<file path="src/rtl/bcdconv_pkg.sv">
// Package: shared state type, flag bit positions and sign codes for the
// signed binary to packed decimal converter.
package bcdconv_pkg;
    typedef enum logic [1:0] {
        ST_IDLE = 2'd0,
        ST_CONV = 2'd1,
        ST_FIN  = 2'd2
    } conv_state_t;

    localparam int FLAG_LT = 3;
    localparam int FLAG_GT = 2;
    localparam int FLAG_EQ = 1;
    localparam int FLAG_SO = 0;

    localparam logic [3:0] SIGN_NEG   = 4'hD;
    localparam logic [3:0] SIGN_POS_C = 4'hC;
    localparam logic [3:0] SIGN_POS_F = 4'hF;
endpackage

</file>
<file path="src/rtl/bcd_sign_mag.sv">
// Module: bcd_sign_mag
// Forms the unsigned magnitude of a signed operand and classifies its sign.
// Negation is done per half: the low half is negated, and the high half is
// inverted and incremented only when the negated low half is zero.
// Assumes WIDTH is even. Purely combinational.
module bcd_sign_mag
    import bcdconv_pkg::*;
#(
    parameter int WIDTH = 128
) (
    input  logic [WIDTH-1:0] operand_i,
    input  logic             pref_sign_i,
    output logic [WIDTH-1:0] magnitude_o,
    output logic             is_neg_o,
    output logic             is_zero_o,
    output logic [3:0]       sign_code_o
);
    localparam int HALF = WIDTH / 2;

    logic [HALF-1:0] lo_neg;
    logic [HALF-1:0] hi_neg;

    // Two's-complement negation split across the halves.
    always_comb begin
        lo_neg = ~operand_i[HALF-1:0] + HALF'(1);
        hi_neg = ~operand_i[WIDTH-1:HALF] + HALF'(lo_neg == '0);
    end

    // Select magnitude and sign code from the sign bit.
    always_comb begin
        is_neg_o  = operand_i[WIDTH-1];
        is_zero_o = (operand_i == '0);
        if (is_neg_o) begin
            magnitude_o = {hi_neg, lo_neg};
            sign_code_o = SIGN_NEG;
        end else begin
            magnitude_o = operand_i;
            sign_code_o = pref_sign_i ? SIGN_POS_F : SIGN_POS_C;
        end
    end
endmodule

</file>
<file path="src/rtl/bcd_range_chk.sv">
// Module: bcd_range_chk
// Flags a magnitude larger than 10^DIGITS-1. The upper halves are compared
// first, and the lower halves decide only on a tie. Assumes 10^DIGITS fits
// in WIDTH bits. Purely combinational.
module bcd_range_chk #(
    parameter int WIDTH  = 128,
    parameter int DIGITS = 31
) (
    input  logic [WIDTH-1:0] magnitude_i,
    output logic             over_o
);
    localparam int HALF = WIDTH / 2;

    function automatic logic [WIDTH-1:0] calc_limit();
        logic [WIDTH-1:0] v;
        v = WIDTH'(1);
        for (int k = 0; k < DIGITS; k++) begin
            v = v * WIDTH'(10);
        end
        return v - WIDTH'(1);
    endfunction

    localparam logic [WIDTH-1:0] LIMIT = calc_limit();

    logic [HALF-1:0] mag_hi, mag_lo, lim_hi, lim_lo;

    // Two-level compare: upper halves, then lower halves on equality.
    always_comb begin
        mag_hi = magnitude_i[WIDTH-1:HALF];
        mag_lo = magnitude_i[HALF-1:0];
        lim_hi = LIMIT[WIDTH-1:HALF];
        lim_lo = LIMIT[HALF-1:0];
        if (mag_hi != lim_hi) over_o = (mag_hi > lim_hi);
        else                  over_o = (mag_lo > lim_lo);
    end
endmodule

</file>
<file path="src/rtl/bcd_dabble.sv">
// Module: bcd_dabble
// Sequential shift and add-3 engine. load_i captures a magnitude and clears
// the digits. Each step_i cycle adjusts every digit of 5 or more by 3, then
// shifts one magnitude bit (MSB first) into the digit register. After WIDTH
// steps the digits hold the decimal value, provided it fits in DIGITS digits.
module bcd_dabble #(
    parameter int WIDTH  = 128,
    parameter int DIGITS = 31
) (
    input  logic                  clk,
    input  logic                  rst_n,
    input  logic                  load_i,
    input  logic [WIDTH-1:0]      mag_i,
    input  logic                  step_i,
    output logic [4*DIGITS-1:0]   digits_o
);
    localparam int BCD_W = 4 * DIGITS;

    logic [WIDTH-1:0] bin_q;
    logic [BCD_W-1:0] bcd_q;
    logic [BCD_W-1:0] adj;

    // Per-digit add-3 correction ahead of the shift.
    for (genvar g = 0; g < DIGITS; g++) begin : g_adj
        always_comb begin
            if (bcd_q[4*g +: 4] >= 4'd5) adj[4*g +: 4] = bcd_q[4*g +: 4] + 4'd3;
            else                         adj[4*g +: 4] = bcd_q[4*g +: 4];
        end
    end

    // Load or advance the shift registers.
    always_ff @(posedge clk) begin
        if (!rst_n) begin
            bin_q <= '0;
            bcd_q <= '0;
        end else if (load_i) begin
            bin_q <= mag_i;
            bcd_q <= '0;
        end else if (step_i) begin
            bin_q <= {bin_q[WIDTH-2:0], 1'b0};
            bcd_q <= {adj[BCD_W-2:0], bin_q[WIDTH-1]};
        end
    end

    assign digits_o = bcd_q;
endmodule

</file>
<file path="src/rtl/bcd_conv.sv">
// Module: bcd_conv (top)
// Converts a signed WIDTH-bit operand to packed decimal with a sign nibble
// and returns {LT,GT,EQ,SO} flags taken from the source value. An operand
// out of range finishes early and leaves result_o unchanged. start_i is
// honoured only while idle. Assumes 10^DIGITS < 2^(WIDTH-1).
module bcd_conv
    import bcdconv_pkg::*;
#(
    parameter int WIDTH  = 128,
    parameter int DIGITS = 31
) (
    input  logic                    clk,
    input  logic                    rst_n,
    input  logic                    start_i,
    input  logic [WIDTH-1:0]        operand_i,
    input  logic                    pref_sign_i,
    output logic                    done_o,
    output logic                    result_valid_o,
    output logic [4*DIGITS+3:0]     result_o,
    output logic [3:0]              flags_o
);
    localparam int CNT_W = $clog2(WIDTH + 1);

    conv_state_t        state_q;
    logic [CNT_W-1:0]   cnt_q;
    logic [3:0]         sign_q;
    logic [3:0]         flags_q;
    logic               ovf_q;

    logic [WIDTH-1:0]   magnitude;
    logic               is_neg, is_zero, over;
    logic [3:0]         sign_code;
    logic [3:0]         flags_new;
    logic               load, step;
    logic [4*DIGITS-1:0] digits;

    bcd_sign_mag #(.WIDTH(WIDTH)) sign_mag_i (
        .operand_i   (operand_i),
        .pref_sign_i (pref_sign_i),
        .magnitude_o (magnitude),
        .is_neg_o    (is_neg),
        .is_zero_o   (is_zero),
        .sign_code_o (sign_code)
    );

    bcd_range_chk #(.WIDTH(WIDTH), .DIGITS(DIGITS)) range_i (
        .magnitude_i (magnitude),
        .over_o      (over)
    );

    bcd_dabble #(.WIDTH(WIDTH), .DIGITS(DIGITS)) dabble_i (
        .clk      (clk),
        .rst_n    (rst_n),
        .load_i   (load),
        .mag_i    (magnitude),
        .step_i   (step),
        .digits_o (digits)
    );

    // Flags derived from the source sign, zero test and range check.
    always_comb begin
        flags_new          = '0;
        flags_new[FLAG_LT] = is_neg;
        flags_new[FLAG_GT] = !is_neg && !is_zero;
        flags_new[FLAG_EQ] = is_zero;
        flags_new[FLAG_SO] = over;
    end

    // Engine controls: load on accepted start, step while converting.
    always_comb begin
        load = (state_q == ST_IDLE) && start_i;
        step = (state_q == ST_CONV);
    end

    // Sequencer: accept, iterate WIDTH times, then publish.
    always_ff @(posedge clk) begin
        if (!rst_n) begin
            state_q <= ST_IDLE;
            cnt_q   <= '0;
            sign_q  <= '0;
            flags_q <= '0;
            ovf_q   <= 1'b0;
        end else begin
            case (state_q)
                ST_IDLE: if (start_i) begin
                    sign_q  <= sign_code;
                    flags_q <= flags_new;
                    ovf_q   <= over;
                    cnt_q   <= CNT_W'(WIDTH);
                    state_q <= over ? ST_FIN : ST_CONV;
                end
                ST_CONV: begin
                    cnt_q <= cnt_q - CNT_W'(1);
                    if (cnt_q == CNT_W'(1)) state_q <= ST_FIN;
                end
                default: state_q <= ST_IDLE;
            endcase
        end
    end

    // Output registers: pulse done, update result only when in range.
    always_ff @(posedge clk) begin
        if (!rst_n) begin
            done_o         <= 1'b0;
            result_valid_o <= 1'b0;
            result_o       <= '0;
            flags_o        <= '0;
        end else if (state_q == ST_FIN) begin
            done_o         <= 1'b1;
            flags_o        <= flags_q;
            result_valid_o <= !ovf_q;
            if (!ovf_q) result_o <= {digits, sign_q};
        end else begin
            done_o         <= 1'b0;
            result_valid_o <= 1'b0;
        end
    end
endmodule

</file>
<file path="config.mk">
export PLATFORM = sky130hd
export DESIGN_NAME = bcd_conv
export DESIGN_NICKNAME = d
export VERILOG_FILES = /design/src/rtl/bcdconv_pkg.sv /design/src/rtl/bcd_sign_mag.sv /design/src/rtl/bcd_range_chk.sv /design/src/rtl/bcd_dabble.sv /design/src/rtl/bcd_conv.sv
export SDC_FILE = /design/constraint.sdc
export NUM_CORES = 1
export LEC_CHECK = 0
export BUFFER_PORTS_ARGS = -buffer_cell sky130_fd_sc_hd__buf_2
export CORE_ASPECT_RATIO = 1.2
export CORE_MARGIN = 4
export CORE_UTILIZATION = 59
export DETAILED_ROUTE_END_ITERATION = 12
export GPL_TIMING_DRIVEN = 1
export MAX_ROUTING_LAYER = met4
export PLACE_DENSITY = 0.81
export SYNTH_ARGS = -nofsm -noshare
export SYNTH_HDL_FRONTEND = slang
export SYNTH_SLANG_ARGS = --single-unit
</file>
<file path="constraint.sdc">
create_clock -name clk -period 7.9 [get_ports clk]
set_input_delay 0.395 -clock clk [delete_from_list [all_inputs] [get_ports clk]]
set_output_delay 0.395 -clock clk [all_outputs]
set_load 0.1 [all_outputs]
</file>
; ---- After elaboration in Yosys (flattened, before gate mapping)
; Index checks and enable logic that the tools add are counted.
[classes]
eq_ne = 6
n_mux = 44
n_bitwise = 4
n_addsub = 34
order_cmp = 33
n_reduce_logical = 16
[ops]
columns = operator, count
row1 = two-way mux 128 bit, 3
row2 = logical NOT 128 bit, 1
row3 = NOT 64 bit, 2
row4 = greater-or-equal comparator 4 x 3 -> 1 bit (second input constant), 31
row5 = two-way mux 4 bit, 31
row6 = adder 4 x 2 -> 4 bit (second input constant), 30
row7 = adder 64 x 1 -> 64 bit, 1
row8 = adder 64 x 1 -> 64 bit (second input constant), 1
row9 = greater-than comparator 64 x 39 -> 1 bit (second input constant), 1
row10 = greater-than comparator 64 bit (second input constant), 1
row11 = logical NOT 64 bit, 1
row12 = inequality test 64 x 39 -> 1 bit (second input constant), 1
row13 = case mux 8 bit (2 select lines), 1
row14 = AND reduction 2 bit, 5
row15 = equality test 8 x 1 -> 1 bit (second input constant), 1
row16 = two-way mux 2 bit, 4
row17 = two-way mux 8 bit, 1
row18 = subtractor 8 x 1 -> 8 bit (second input constant), 1
row19 = inequality test 2 bit (second input constant), 2
row20 = case mux 2 bit (2 select lines), 1
row21 = nonzero test 2 bit, 2
row22 = adder 3 x 2 -> 3 bit (second input constant), 1
row23 = logical NOT 1 bit, 3
row24 = two-way mux 3 bit, 1
row25 = 7 further kinds, 10
[totals]
reg_bits = 405
input_bits = 132
out_inout_bits = 134
word_cells = 148

; ---- Longest topological paths before layout
[depth]
ltp_word = 10
mapped_depth = 27

; ---- Cells and area by module
; A second synthesis with hierarchy kept.
[unflattened]
cells_unflattened = 2545
hier_area_um2 = 22213.8
[by_module_without_submodules]
columns = module, n_inst, cells_per_inst, area_per_inst_um2
row1 = bcd_dabble, 1, 1449, 12698.4
row2 = bcd_conv, 1, 395, 4932.2
row3 = bcd_sign_mag, 1, 638, 4194.0
row4 = bcd_range_chk, 1, 63, 389.1

; ---- Worst setup path before layout
; OpenSTA, ideal clock, no wires.
[synth_path]
path_type = input to register
start = in operand_i[32]
end = reg state_q[0]
path_stages = 26
required_time_ps = 7840
slack_ps = 1467
n_path_buf = 3
setup_time_ps = 60
t_arrival_ps = 6373
cell_sequence = buf_4 > or3_1 > or4_1 > buf_2 > nor4_4 > nand2_1 > or3_1 > xor2_1 > a2111oi_0 > nand3_1 > nor3_1 > and4_1 > ha_1 > ha_1 > nor3b_1 > nand3_1 > or3_1 > clkbuf_1 > or4_1 > nor2_1 > nor2_1 > o32a_1 > o21ai_0 > nand2_1 > nor4_2 > a41o_1
[synth_via]
elab_chain_len = 10
elab_cells_between_ends = 12
cone_classes = add/sub: 2 / order compare: 2 / eq/ne: 1 / mux: 5 / bitwise: 1 / reduce/logical: 1
[synth_rtl]
columns = element, line
row1 = "start, declared", bcd_conv.sv:15  ; input logic [WIDTH-1:0] operand_i,
row2 = NOT 64 bit, bcd_sign_mag.sv:25  ; lo_neg = ~operand_i[HALF-1:0] + HALF'(1);
row3 = adder 64 x 1 -> 64 bit, bcd_sign_mag.sv:25
row4 = logical NOT 64 bit, bcd_sign_mag.sv:26  ; hi_neg = ~operand_i[WIDTH-1:HALF] + HALF'(lo_neg == '0);
row5 = adder 64 x 1 -> 64 bit, bcd_sign_mag.sv:26
row6 = two-way mux 128 bit (*), bcd_sign_mag.sv:33  ; if (is_neg_o) begin
row7 = greater-than comparator 64 x 39 -> 1 bit / inequality test 64 x 39 -> 1 bit (equally long branches), bcd_range_chk.sv:33  ; if (mag_hi != lim_hi) over_o = (mag_hi > lim_hi);
row8 = two-way mux 1 bit (*), bcd_range_chk.sv:33
row9 = two-way mux 2 bit (*), bcd_conv.sv:90  ; state_q <= over ? ST_FIN : ST_CONV;
row10 = two-way mux 2 bit (*), bcd_conv.sv:85  ; ST_IDLE: if (start_i) begin
row11 = case mux 2 bit (2 select lines) (*), bcd_conv.sv:84  ; case (state_q)
row12 = "end signal, assigned", bcd_conv.sv:90
row13 = "end, declared", bcd_conv.sv:24  ; conv_state_t state_q;
; Every way passes the cells marked *; elsewhere a longest branch is shown, timed or not. The select of a mux whose other input is x is not followed.
; A chain may end at the register's enable or synchronous reset.

; ---- Worst setup path in the final report
[layout_path]
start = in operand_i[7]
end = reg state_q[0]
; Same word-level chain as after synthesis.

==> results by group <==
Cells and area
  • Layout Utilization: 0.674
  • Share of layout cells above drive strength 1: 0.139
  • Layout area overhead: 12.1%
  • Commonest non-fill, non-tap cell in the layout: dfxtp_1
  • Commonest cells after routing, fill and taps aside: dfxtp_1 (402), nor2_1 (296), nand2_1 (278)
  • Final instance area: about 25,000 sq um
  • Layout Nets: around 3,100

Route
  • Router iterations before antenna repair: 9
  • Final ANT Viol Nets: 0
  • DR iter-0 viols: roughly 2,000
  • Post-route DRC: 0
  • Final WL: approximately 65 mm
  • Drt wl/cell: between 15 and 20 um
  • Vias: approximately 22,000
  • Vias/cell: approximately 6.4

Power and ir drop
  • Power per cell area: 184 nW/um^2
  • P_leak: around 9.4 nW
  • Worst VDD drop: between 0.0002 and 0.00025 V
  • Total power: approximately 0.0046 W

Worst hold path
  • Worst Hold Class: in2reg

Clock tree
  • # hold bufs at CTS: 0
  • Clk slew on worst S/H paths: around 60 ps
  • Root Buffer: clkbuf_16
  • Post-CTS setup repair buffer count: 0
  • CTS Buffer Depth: 3
  • Worst-Skew Late Latency: about 540 ps
  • H-tree depth: 2
  • Post-CTS Resized: 0
  • CTS Sinks: ~400
  • TritonCTS clock tree: done
  • TritonCTS buffer count: 40

Logic synthesis
  • Cells after Synth: 2,809
  • Largest family of logic cells by synthesized area: compound AO/OA/AOI/OAI gates
  • Synth Area in Simple Gates: 0.222
  • Synthesized area: ~22,000 sq um
  • Post-Syn Nets: between 3,000 and 4,000
  • Synth Area in Compound Gates: 0.234
  • Mux share of post-synthesis cell area: 0.00604
  • Post-Synth Adder-Cell Area: 0.0381
  • Synth Flop Type: dfxtp_1
  • Post-synth ARST share: 0
  • Ys Warns: 0
  • Synth Area in XOR/XNOR: 0.0870
  • Post-synth EDFFs: 0
  • Mapped Avg Cell Area: between 7 and 8 sq um
  • Seq cells post-synth: around 400
  • Register area share after synthesis: 0.360
  • Synth cell types: between 80 and 90

GRT
  • Largest net degree at the start of global routing: around 110
  • Global-route wire length before repair: about 110 mm
  • Total gr overflow: 0
  • Vias in the first global route: between 20,000 and 25,000
  • GR Util All Layers: 0.310
  • Initial antenna violation count: 4

Die
  • Core footprint: 37,200 sq um
  • Chip Height: about 220 um
  • # IOs: ~270
  • Die Wd: 186 um
  • Starting density of the core: 0.601
  • Rows: 77
  • DIE AREA: a little over 40,000 sq um

Timing
  • Final hold vios: 0
  • Rel. slew slack: 0.237
  • Number of max-slew violations in the final report: 0
  • Final min period: a little over 7000 ps
  • RSZ-0062 raised after global routing: no
  • Tcrit/Tclk final: 0.896
  • Hold slack: roughly 140 ps
  • Final clock skew: ~23 ps
  • Slew @ Worst Pin: 1140 ps
  • Setup TNS: 0 ps
  • Finish-stage setup viols: 0
  • Max Clock Freq: about 140 MHz

Job
  • Max-cap violation count: 0

Worst setup path
  • Crit end category: flip-flop
  • Family with the most delay on the worst path: simple AND/OR/NAND/NOR gates
  • CP max FO: 10
  • Critical path type: in2reg
  • Crit-path slowest cell: nor4_4
  • CP arrival: roughly 7500 ps
  • CP most frequent cell: nand3_1
  • Crit-path max cell delay: ~620 ps
  • WP buf/inv: 2
  • CP Launch Type: primary input
  • Req. time, crit path: roughly 8300 ps

Placement
  • DP HPWL: between 40 and 50 mm
  • Port-buffer cells: about 270
  • Cell Area, Placed: about 24,000 sq um
  • GP Congestion: around 0.99

Status
  • Status: completed
[worst min-delay path, stage by stage]
cell	delay (ps)
buf_2	110
nand3_1	70
a21oi_1	60
[logic make-up (layout without fill, tap and decap cells)]
kind of cell / count (synthesis) / in the layout
AND/OR/NAND/NOR: 1037 / 1037
AO/OA/AOI/OAI: 761 / 761
flip-flops: 402 / 402
buffers and inverters: 306 / 446
XOR/XNOR: 222 / 222
adder cells (fa/ha/maj): 68 / 68
multiplexers: 13 / 13
other: 0 / 5
[flip-flops by register name, summed over array words and instances (netlist names)]
| signal | flops |
|---|---|
| cnt_q | 8 |
| done_o | 1 |
| dabble_i.bin_q | 128 |
| dabble_i.digits_o | 124 |
| flags_o | 4 |
| flags_q | 4 |
| sign_q | 3 |
| result_valid_o | 1 |
| result_o | 127 |
| state_q | 2 |
[area by class of cell]
class / count / area [sq um]
Tap cell: 474 / 593
Antenna cell: 5 / 12.5
Timing Repair Buffer: 289 / 1510
Inverter: 86 / 324
Multi-Input combinational cell: 2101 / 13200
Sequential cell: 402 / 8050
Clock inverter: 14 / 185
Fill cell: 3096 / 12100
Clock buffer: 57 / 1210
[Yosys cell counts (all sizes together) (10+ instances only)]
cell,count,area [sq um]
nand3,86,435
a22o,129,1130
or2,16,103
nor3,93,465
inv,86,323
nand4,31,194
o31ai,29,223
nand2,279,1050
a222oi,49,490
xor2,105,920
o221a,16,180
o41ai,10,87.6
or3,45,282
xnor2,117,1020
nand2b,48,300
a31oi,22,138
buf,32,146
or4,32,248
a221oi,26,228
nor2,298,1120
a22oi,13,97.6
and3,11,68.8
ha,68,851
clkbuf,188,706
dfxtp,402,8050
a2bb2oi,10,87.6
and2,15,93.8
o21ai,149,749
a21oi,226,1130
a211oi,21,158
nor4,56,390
[power breakdown]
group	total, W	switching, W	internal (W)
clock	0.00199	0.000792	0.00120
combinational	0.000512	0.000338	0.000174
sequential	0.00211	0.0000323	0.00208
[stage by stage]
| step | setup WS (ps) | instances |
|---|---|---|
| finish | 821 | 3428 |
| global route | 283 | 3427 |
| CTS | 990 | 3423 |
| detailed placement | 394 | 3352 |
| global placement | 668 | 3352 |
| floorplan | 1470 | 2809 |
[per-layer routing]
metal	track usage	routed length, um	up-vias
met5	-	0	-
met4	0.127	2840	0
met3	0.0353	4000	191
met2	0.522	32200	873
met1	0.377	26300	10300
li1	-	-	10400
[path summary, 6_finish.rpt]
check	from	to	slack, ps	depth (start not counted)
setup / recovery	operand_i[7]	state_q[0]$_SDFFE_PN0P_	820	25
hold / removal	pref_sign_i	sign_q[1]$_SDFFE_PN0P_	140	3
setup reg to reg	state_q[0]$_SDFFE_PN0P_	dabble_i.digits_o[116]$_SDFFE_PP0P_	4550	6
hold reg to reg	dabble_i.bin_q[49]$_SDFFE_PN0P_	dabble_i.bin_q[49]$_SDFFE_PN0P_	450	2
Note: power is estimated with default switching activity, not from simulation.
